`config.mk`:
```
export PLATFORM = sky130hd
export DESIGN_NAME = pbus_master
export DESIGN_NICKNAME = d
export VERILOG_FILES = /design/src/rtl/pbm_pkg.sv /design/src/rtl/pbm_timer.sv /design/src/rtl/pbm_seq.sv /design/src/rtl/pbm_pins.sv /design/src/rtl/pbus_master.sv
export SDC_FILE = /design/constraint.sdc
export NUM_CORES = 1
export LEC_CHECK = 0
export BUFFER_PORTS_ARGS = -buffer_cell sky130_fd_sc_hd__buf_2
export CAP_MARGIN = 20
export CORE_ASPECT_RATIO = 1.2
export CORE_MARGIN = 4
export CORE_UTILIZATION = 35
export CTS_CLUSTER_SIZE = 14
export DETAILED_ROUTE_END_ITERATION = 8
export PLACE_DENSITY = 0.57
export SYNTH_ARGS = -nofsm -noshare
export SYNTH_HDL_FRONTEND = slang
export SYNTH_HIERARCHICAL = 1
export SYNTH_SLANG_ARGS = --single-unit
```
`constraint.sdc`:
```
create_clock -name clk -period 3.2 [get_ports clk]
set_input_delay 0.32 -clock clk [delete_from_list [all_inputs] [get_ports clk]]
set_output_delay 0.32 -clock clk [all_outputs]
set_load 0.05 [all_outputs]
```
`src/rtl/pbm_pkg.sv`:
```
package pbm_pkg;
  typedef enum logic [3:0] {
    S_IDLE, S_ADDR, S_CSW, S_WSTB, S_WGAP, S_WREL,
    S_RSTB, S_RPSH, S_RGAP, S_DONE
  } pbm_state_e;
endpackage

```
`src/rtl/pbm_timer.sv`:
```
module pbm_timer #(
  parameter int TW = 4
) (
  input  logic          clk,
  input  logic          rst_n,
  input  logic          load,
  input  logic [TW-1:0] load_val,
  output logic          expire
);
  logic [TW-1:0] cnt_q;

  always_ff @(posedge clk or negedge rst_n) begin
    if (!rst_n)             cnt_q <= '0;
    else if (load)          cnt_q <= load_val;
    else if (cnt_q != '0)   cnt_q <= cnt_q - 1'b1;
  end

  assign expire = (cnt_q == TW'(1));
endmodule

```
`src/rtl/pbm_seq.sv`:
```
module pbm_seq
  import pbm_pkg::*;
#(
  parameter int AW = 8,
  parameter int DW = 8,
  parameter int LW = 8,
  parameter int TW = 4
) (
  input  logic          clk,
  input  logic          rst_n,
  input  logic [TW-1:0] cfg_wr_ticks,
  input  logic [TW-1:0] cfg_rd_ticks,
  input  logic [TW-1:0] cfg_gap_ticks,
  input  logic          req_valid,
  output logic          req_ready,
  input  logic          req_write,
  input  logic [AW-1:0] req_addr,
  input  logic [LW-1:0] req_len,
  input  logic          wr_valid,
  output logic          wr_ready,
  input  logic [DW-1:0] wr_byte,
  output logic          rd_valid,
  input  logic          rd_ready,
  output logic [DW-1:0] rd_byte,
  output logic          done,
  input  logic [DW-1:0] bus_din,
  output logic [AW-1:0] addr_q,
  output logic [DW-1:0] dout_q,
  output pbm_state_e    state_q,
  output pbm_state_e    state_nxt,
  output logic          last_byte,
  output logic          accept,
  output logic [TW-1:0] wr_ticks_q
);
  function automatic logic [TW-1:0] ticks_eff(input logic [TW-1:0] v);
    return (v == '0) ? TW'(1) : v;
  endfunction

  logic          is_wr_q;
  logic [LW-1:0] rem_q;
  logic [TW-1:0] rd_ticks_q, gap_ticks_q;
  logic [DW-1:0] rbuf_q;
  logic          tmr_load, tmr_exp;
  logic [TW-1:0] tmr_val;
  logic          byte_end;

  pbm_timer #(.TW(TW)) u_tmr (
    .clk(clk), .rst_n(rst_n), .load(tmr_load), .load_val(tmr_val), .expire(tmr_exp)
  );

  assign req_ready = (state_q == S_IDLE);
  assign accept    = req_valid && req_ready;
  assign last_byte = (rem_q == LW'(1));
  assign wr_ready  = (state_q == S_CSW);
  assign rd_valid  = (state_q == S_RPSH);
  assign rd_byte   = rbuf_q;
  assign done      = (state_q == S_DONE);
  assign byte_end  = ((state_q == S_WSTB) && tmr_exp) || ((state_q == S_RPSH) && rd_ready);

  always_comb begin
    state_nxt = state_q;
    tmr_load  = 1'b0;
    tmr_val   = wr_ticks_q;
    case (state_q)
      S_IDLE: if (accept) state_nxt = (req_len == '0) ? S_DONE : S_ADDR;
      S_ADDR: begin
        tmr_load = !is_wr_q;
        tmr_val  = rd_ticks_q;
        state_nxt = is_wr_q ? S_CSW : S_RSTB;
      end
      S_CSW: if (wr_valid) begin
        state_nxt = S_WSTB;
        tmr_load  = 1'b1;
      end
      S_WSTB: if (tmr_exp) begin
        state_nxt = last_byte ? S_WREL : S_WGAP;
        tmr_load  = !last_byte;
        tmr_val   = gap_ticks_q;
      end
      S_WGAP: if (tmr_exp) state_nxt = S_CSW;
      S_WREL: state_nxt = S_DONE;
      S_RSTB: if (tmr_exp) state_nxt = S_RPSH;
      S_RPSH: if (rd_ready) begin
        state_nxt = last_byte ? S_DONE : S_RGAP;
        tmr_load  = !last_byte;
        tmr_val   = gap_ticks_q;
      end
      S_RGAP: if (tmr_exp) begin
        state_nxt = S_RSTB;
        tmr_load  = 1'b1;
        tmr_val   = rd_ticks_q;
      end
      default: state_nxt = S_IDLE;
    endcase
  end

  always_ff @(posedge clk or negedge rst_n) begin
    if (!rst_n) begin
      state_q     <= S_IDLE;
      is_wr_q     <= 1'b0;
      addr_q      <= '0;
      rem_q       <= '0;
      wr_ticks_q  <= TW'(1);
      rd_ticks_q  <= TW'(1);
      gap_ticks_q <= TW'(1);
      dout_q      <= '0;
      rbuf_q      <= '0;
    end else begin
      state_q <= state_nxt;
      if (accept) begin
        is_wr_q     <= req_write;
        addr_q      <= req_addr;
        rem_q       <= req_len;
        wr_ticks_q  <= ticks_eff(cfg_wr_ticks);
        rd_ticks_q  <= ticks_eff(cfg_rd_ticks);
        gap_ticks_q <= ticks_eff(cfg_gap_ticks);
      end else if (byte_end) begin
        rem_q <= rem_q - 1'b1;
      end
      if ((state_q == S_CSW) && wr_valid) dout_q <= wr_byte;
      if ((state_q == S_RSTB) && tmr_exp) rbuf_q <= bus_din;
    end
  end

  // done lasts one cycle and blocks acceptance while high
  assert_done_pulse_R9: assert property (@(posedge clk) disable iff (!rst_n)
    done |=> !done);
  assert_idle_gap_R11: assert property (@(posedge clk) disable iff (!rst_n)
    done |-> !req_ready);
  // an accepted request makes the block busy in the next cycle
  assert_busy_after_accept_R8: assert property (@(posedge clk) disable iff (!rst_n)
    accept |=> !req_ready);
  // no new read strobe while a read byte waits on the stream
  assert_hold_on_stall_R10: assert property (@(posedge clk) disable iff (!rst_n)
    (rd_valid && !rd_ready) |=> rd_valid);
endmodule

```
`src/rtl/pbm_pins.sv`:
```
module pbm_pins
  import pbm_pkg::*;
(
  input  logic       clk,
  input  logic       rst_n,
  input  pbm_state_e state_q,
  input  pbm_state_e state_nxt,
  input  logic       last_byte,
  output logic       bus_cs_n,
  output logic       bus_wr_n,
  output logic       bus_rd_n,
  output logic       bus_oe
);
  logic sel_on;

  always_comb begin
    case (state_q)
      S_CSW, S_WSTB, S_WGAP, S_RSTB, S_RGAP: sel_on = 1'b1;
      S_RPSH:                                sel_on = !last_byte;
      default:                               sel_on = 1'b0;
    endcase
  end

  assign bus_cs_n = !sel_on;
  assign bus_wr_n = (state_q != S_WSTB);
  assign bus_rd_n = (state_q != S_RSTB);

  always_ff @(posedge clk or negedge rst_n) begin
    if (!rst_n) bus_oe <= 1'b0;
    else        bus_oe <= (state_nxt == S_WSTB) || (state_nxt == S_WGAP) || (state_nxt == S_WREL);
  end

  assert_idle_pins_R1: assert property (@(posedge clk) disable iff (!rst_n)
    (state_q == S_IDLE) |-> (bus_cs_n && bus_wr_n && bus_rd_n && !bus_oe));
  assert_wr_needs_cs_R2: assert property (@(posedge clk) disable iff (!rst_n)
    !bus_wr_n |-> (!bus_cs_n && bus_oe));
  assert_no_drive_in_read_R4: assert property (@(posedge clk) disable iff (!rst_n)
    !bus_rd_n |-> !bus_oe);
  assert_one_strobe_R4: assert property (@(posedge clk) disable iff (!rst_n)
    !(!bus_wr_n && !bus_rd_n));
endmodule

```
`src/rtl/pbus_master.sv`:
```
module pbus_master
  import pbm_pkg::*;
#(
  parameter int AW = 8,
  parameter int DW = 8,
  parameter int LW = 8,
  parameter int TW = 4
) (
  input  logic          clk,
  input  logic          rst_n,
  input  logic [TW-1:0] cfg_wr_ticks,
  input  logic [TW-1:0] cfg_rd_ticks,
  input  logic [TW-1:0] cfg_gap_ticks,
  input  logic          req_valid,
  output logic          req_ready,
  input  logic          req_write,
  input  logic [AW-1:0] req_addr,
  input  logic [LW-1:0] req_len,
  input  logic          wr_valid,
  output logic          wr_ready,
  input  logic [DW-1:0] wr_byte,
  output logic          rd_valid,
  input  logic          rd_ready,
  output logic [DW-1:0] rd_byte,
  output logic          done,
  output logic [AW-1:0] bus_addr,
  output logic          bus_cs_n,
  output logic          bus_wr_n,
  output logic          bus_rd_n,
  output logic [DW-1:0] bus_dout,
  output logic          bus_oe,
  input  logic [DW-1:0] bus_din
);
  localparam int RW = TW + 1;

  pbm_state_e    state_q, state_nxt;
  logic          last_byte, accept;
  logic [TW-1:0] wr_ticks_q;

  pbm_seq #(.AW(AW), .DW(DW), .LW(LW), .TW(TW)) u_seq (
    .clk(clk), .rst_n(rst_n),
    .cfg_wr_ticks(cfg_wr_ticks), .cfg_rd_ticks(cfg_rd_ticks), .cfg_gap_ticks(cfg_gap_ticks),
    .req_valid(req_valid), .req_ready(req_ready), .req_write(req_write),
    .req_addr(req_addr), .req_len(req_len),
    .wr_valid(wr_valid), .wr_ready(wr_ready), .wr_byte(wr_byte),
    .rd_valid(rd_valid), .rd_ready(rd_ready), .rd_byte(rd_byte),
    .done(done), .bus_din(bus_din),
    .addr_q(bus_addr), .dout_q(bus_dout),
    .state_q(state_q), .state_nxt(state_nxt),
    .last_byte(last_byte), .accept(accept), .wr_ticks_q(wr_ticks_q)
  );

  pbm_pins u_pins (
    .clk(clk), .rst_n(rst_n), .state_q(state_q), .state_nxt(state_nxt),
    .last_byte(last_byte),
    .bus_cs_n(bus_cs_n), .bus_wr_n(bus_wr_n), .bus_rd_n(bus_rd_n), .bus_oe(bus_oe)
  );

  // Pin-level observers feeding the checks below
  logic [RW-1:0] wr_run_q;
  logic          zero_req_q;

  always_ff @(posedge clk or negedge rst_n) begin
    if (!rst_n) begin
      wr_run_q   <= '0;
      zero_req_q <= 1'b0;
    end else begin
      wr_run_q   <= bus_wr_n ? '0 : wr_run_q + 1'b1;
      zero_req_q <= accept && (req_len == '0);
    end
  end

  assert_wr_width_R3: assert property (@(posedge clk) disable iff (!rst_n)
    (bus_wr_n && wr_run_q != '0) |-> (wr_run_q == RW'(wr_ticks_q)));
  assert_addr_stable_R6: assert property (@(posedge clk) disable iff (!rst_n)
    (!bus_cs_n && $past(!bus_cs_n)) |-> $stable(bus_addr));
  assert_zero_len_R7: assert property (@(posedge clk) disable iff (!rst_n)
    zero_req_q |-> (done && bus_cs_n));
  assert_done_idle_R9: assert property (@(posedge clk) disable iff (!rst_n)
    done |-> (bus_cs_n && bus_wr_n && bus_rd_n && !bus_oe));
endmodule

```
==> impl_metrics.json <==
{
  "worst_pin_slew_ns": 0.731,
  "fmax_mhz": 395,
  "hp-class": "in2async",
  "dr.pass1.iters": 4,
  "finClkSkew_ns": 0.0140,
  "clk_pin_slew_ns": 0.10,
  "cts_setup_buffers": 0,
  "vdd_drop_max_uv": 447,
  "finalSetupViolCount": 0,
  "place.port_buffers": 81,
  "grt_max_degree": 31,
  "layout_setup_ws_ns": 0.668,
  "drive_gt1_share_pct": 35.1,
  "die-width_um": 90.3,
  "max-cap-violations": 0,
  "critPathCaptureType": "primary output",
  "tns_ns": 0,
  "core-area_mm2": 0.00779,
  "clock_latency_ns": 0.31,
  "overflow": 0,
  "synth.distinct_cells": 52,
  "slowest_stage": "or4_4",
  "initial_utilization_pct": 36.5,
  "nets": 416,
  "criticalPathCategory": "reg2out",
  "synth_nets": 338,
  "clockRootBuffer": "clkbuf_8",
  "htreeDepth": 2,
  "synth_flop_cell": "dfrtp_1",
  "leakage_nw": 1.63,
  "wl_um": 6400,
  "synth_cells": 283,
  "synthArstFlopShare_pct": 100,
  "dp_cells": 446,
  "antenna_found_initial": 0,
  "dieArea_mm2": 0.00965,
  "maxSlewViolCount": 0,
  "hold_ws_ns": 0.0398,
  "cts.sinks": 54,
  "dp_hpwl_um": 4850,
  "cts_resized": 0,
  "status": "complete, no violations",
  "synthesis.area_mm2": 0.00285,
  "stdcell_area_mm2": 0.00344,
  "post-route-period-util_pct": 79.1,
  "syn2layout_area_growth_pct": 20.8,
  "viasPerCell": 5.07,
  "fin_util_pct": 44.1,
  "fp.dieH_um": 107,
  "yosys_warnings": 6,
  "yosysSeqAreaShare_pct": 47.6,
  "pre_cts_ws_ns": 0.821,
  "grtUsageTotal_pct": 13.2,
  "relSlewSlack_pct": 51.3,
  "ys_ff_latch": 54,
  "num_vias": 2304,
  "numCtsBuffers": 5,
  "rsz0062_at_grt": "false",
  "wl_per_cell_um": 14.1,
  "max_stage_delay_ns": 0.59,
  "ant_nets": 0,
  "cts_tree": "yes",
  "drt_first_iter_violations": 46,
  "design_power_total_mw": 3.95,
  "critPathArrivalTime_ns": 2.21,
  "yosys.area.top_type": "dfrtp_1",
  "diodes": 0,
  "synth_edf_count": 0,
  "ctsLongestPathBuffers": 2,
  "power_density_mw_per_mm2": 1150,
  "worstPathRequired_ns": 2.88,
  "place_area_mm2": 0.00332,
  "grt_pass1_vias": 2358,
  "path_max_fanout": 5,
  "drc": 0,
  "cp_num_buf_inv": 1,
  "setup.worst_path.start_class": "flip-flop",
  "crit_chain": "or4_4 > nor4b_4 > nand2_1 > a21oi_1 > buf_2",
  "synth_top_area_share_pct": 44.8,
  "rows": 35,
  "synth.avg_cell_area_um2": 10.1,
  "ys_top_cells_by_area": "dfrtp_1 (45%), nand2_1 (9.2%), mux2_2 (7.5%)",
  "io_pins": 82,
  "layout.filler_cells": 784,
  "place_congestion": 0.826,
  "min_period_ns": 2.53,
  "grt_pass1_wl_um": 10500,
  "ctsHoldBuffers": 0,
  "crit_family": "simple AND/OR/NAND/NOR gates",
  "layoutNonFillerInstCount": 454,
  "hold_violations": 0
}
## cells in the mapped netlist, drive strengths merged, types with 3 or more instances
cell	n
a21oi	7
a221o	9
and2	4
buf	12
clkbuf	3
dfrtp	51
dfstp	3
ha	5
inv	7
mux2	19
mux2i	3
nand2	72
nand2b	3
nand3b	4
nor2	15
nor3	8
nor3b	4
nor4	7
o21a	3
o21ai	8
xnor2	6
## sequential cells by signal, indices dropped and copies added, names as in the netlist
signal and count:
u_seq/gap_ticks_q 4, u_seq/dout_q 8, u_seq/u_tmr/cnt_q 4, u_seq/rd_ticks_q 4, u_seq/rem_q 8, u_seq/addr_q 8
u_seq/wr_ticks_q 4, u_pins/bus_oe 1, u_seq/rd_byte 8, u_seq/is_wr_q 1, u_seq/state_q 4
## layout by cell type (no fill, tap or decap), drive strengths merged, types with 5 or more instances in the layout
master,netlist,routed
a21oi,7,7
a221o,9,9
buf,12,86
clkbuf,3,7
dfrtp,51,51
ha,5,5
inv,7,7
mux2,19,19
nand2,72,72
nor2,15,15
nor3,8,8
nor4,7,7
o21ai,8,8
xnor2,6,6
## worst reg2reg max path: stages (launching register included)
cell,delay [ns]
dfrtp_1,0.83
and2b_1,0.33
nand4_1,0.15
o21a_1,0.17
o32ai_1,0.26
buf_4,0.20
nor3_1,0.06
a221o_1,0.31
## final timing paths
check | from | endpoint | slack, ns | cells past startpoint
max reg2reg | u_seq/state_q[2] | u_seq/u_tmr/cnt_q[3] | 0.78 | 7
max | u_seq/rem_q[3] | bus_cs_n | 0.67 | 5
min in group clk | req_addr[2] | u_seq/addr_q[2] | 0.20 | 3
min | rst_n | u_seq/rd_byte[4] | 0.04 | 1
min reg2reg | u_seq/gap_ticks_q[0] | u_seq/gap_ticks_q[0] | 0.46 | 2
max in group asynchronous | rst_n | u_seq/gap_ticks_q[0] | 2.34 | 2
## where the power goes
| group | switching [mW] | internal [mW] |
|---|---|---|
| Sequential | 0.326 | 1.03 |
| Clock | 0.211 | 0.255 |
| Combinational | 1.38 | 0.754 |
| Total | 1.92 | 2.04 |
## routing by layer
layer | global-route usage, % | part of all wire (%) | vias to the layer above
met3 | 2.25 | 3.7 | 5
met4 | 4.27 | 1.3 | 0
li1 | - | - | 1139
met5 | 0 | 0 | -
met1 | 15.3 | 43 | 1118
met2 | 24.5 | 52 | 42
## cell type report
class                           instances  area (um2)  share of cell area, %
Clock buffer                            7        86.3                   2.51
Tap cell                               92         115                   3.35
Inverter                                8        30.0                  0.873
Multi-Input combinational cell        206        1380                   40.1
Sequential cell                        54        1360                   39.4
Timing Repair Buffer                   86         443                   12.9
Clock inverter                          1        30.0                  0.873
## cell families after synthesis
family,share of synthesized area [%]
xor+xnor,1.85
compound gates,10.5
simple gates,25.0
mux,9.01
fa+ha+maj,2.20
flops,47.6
buf+inv,3.95
(Power assumes the default switching activity.)
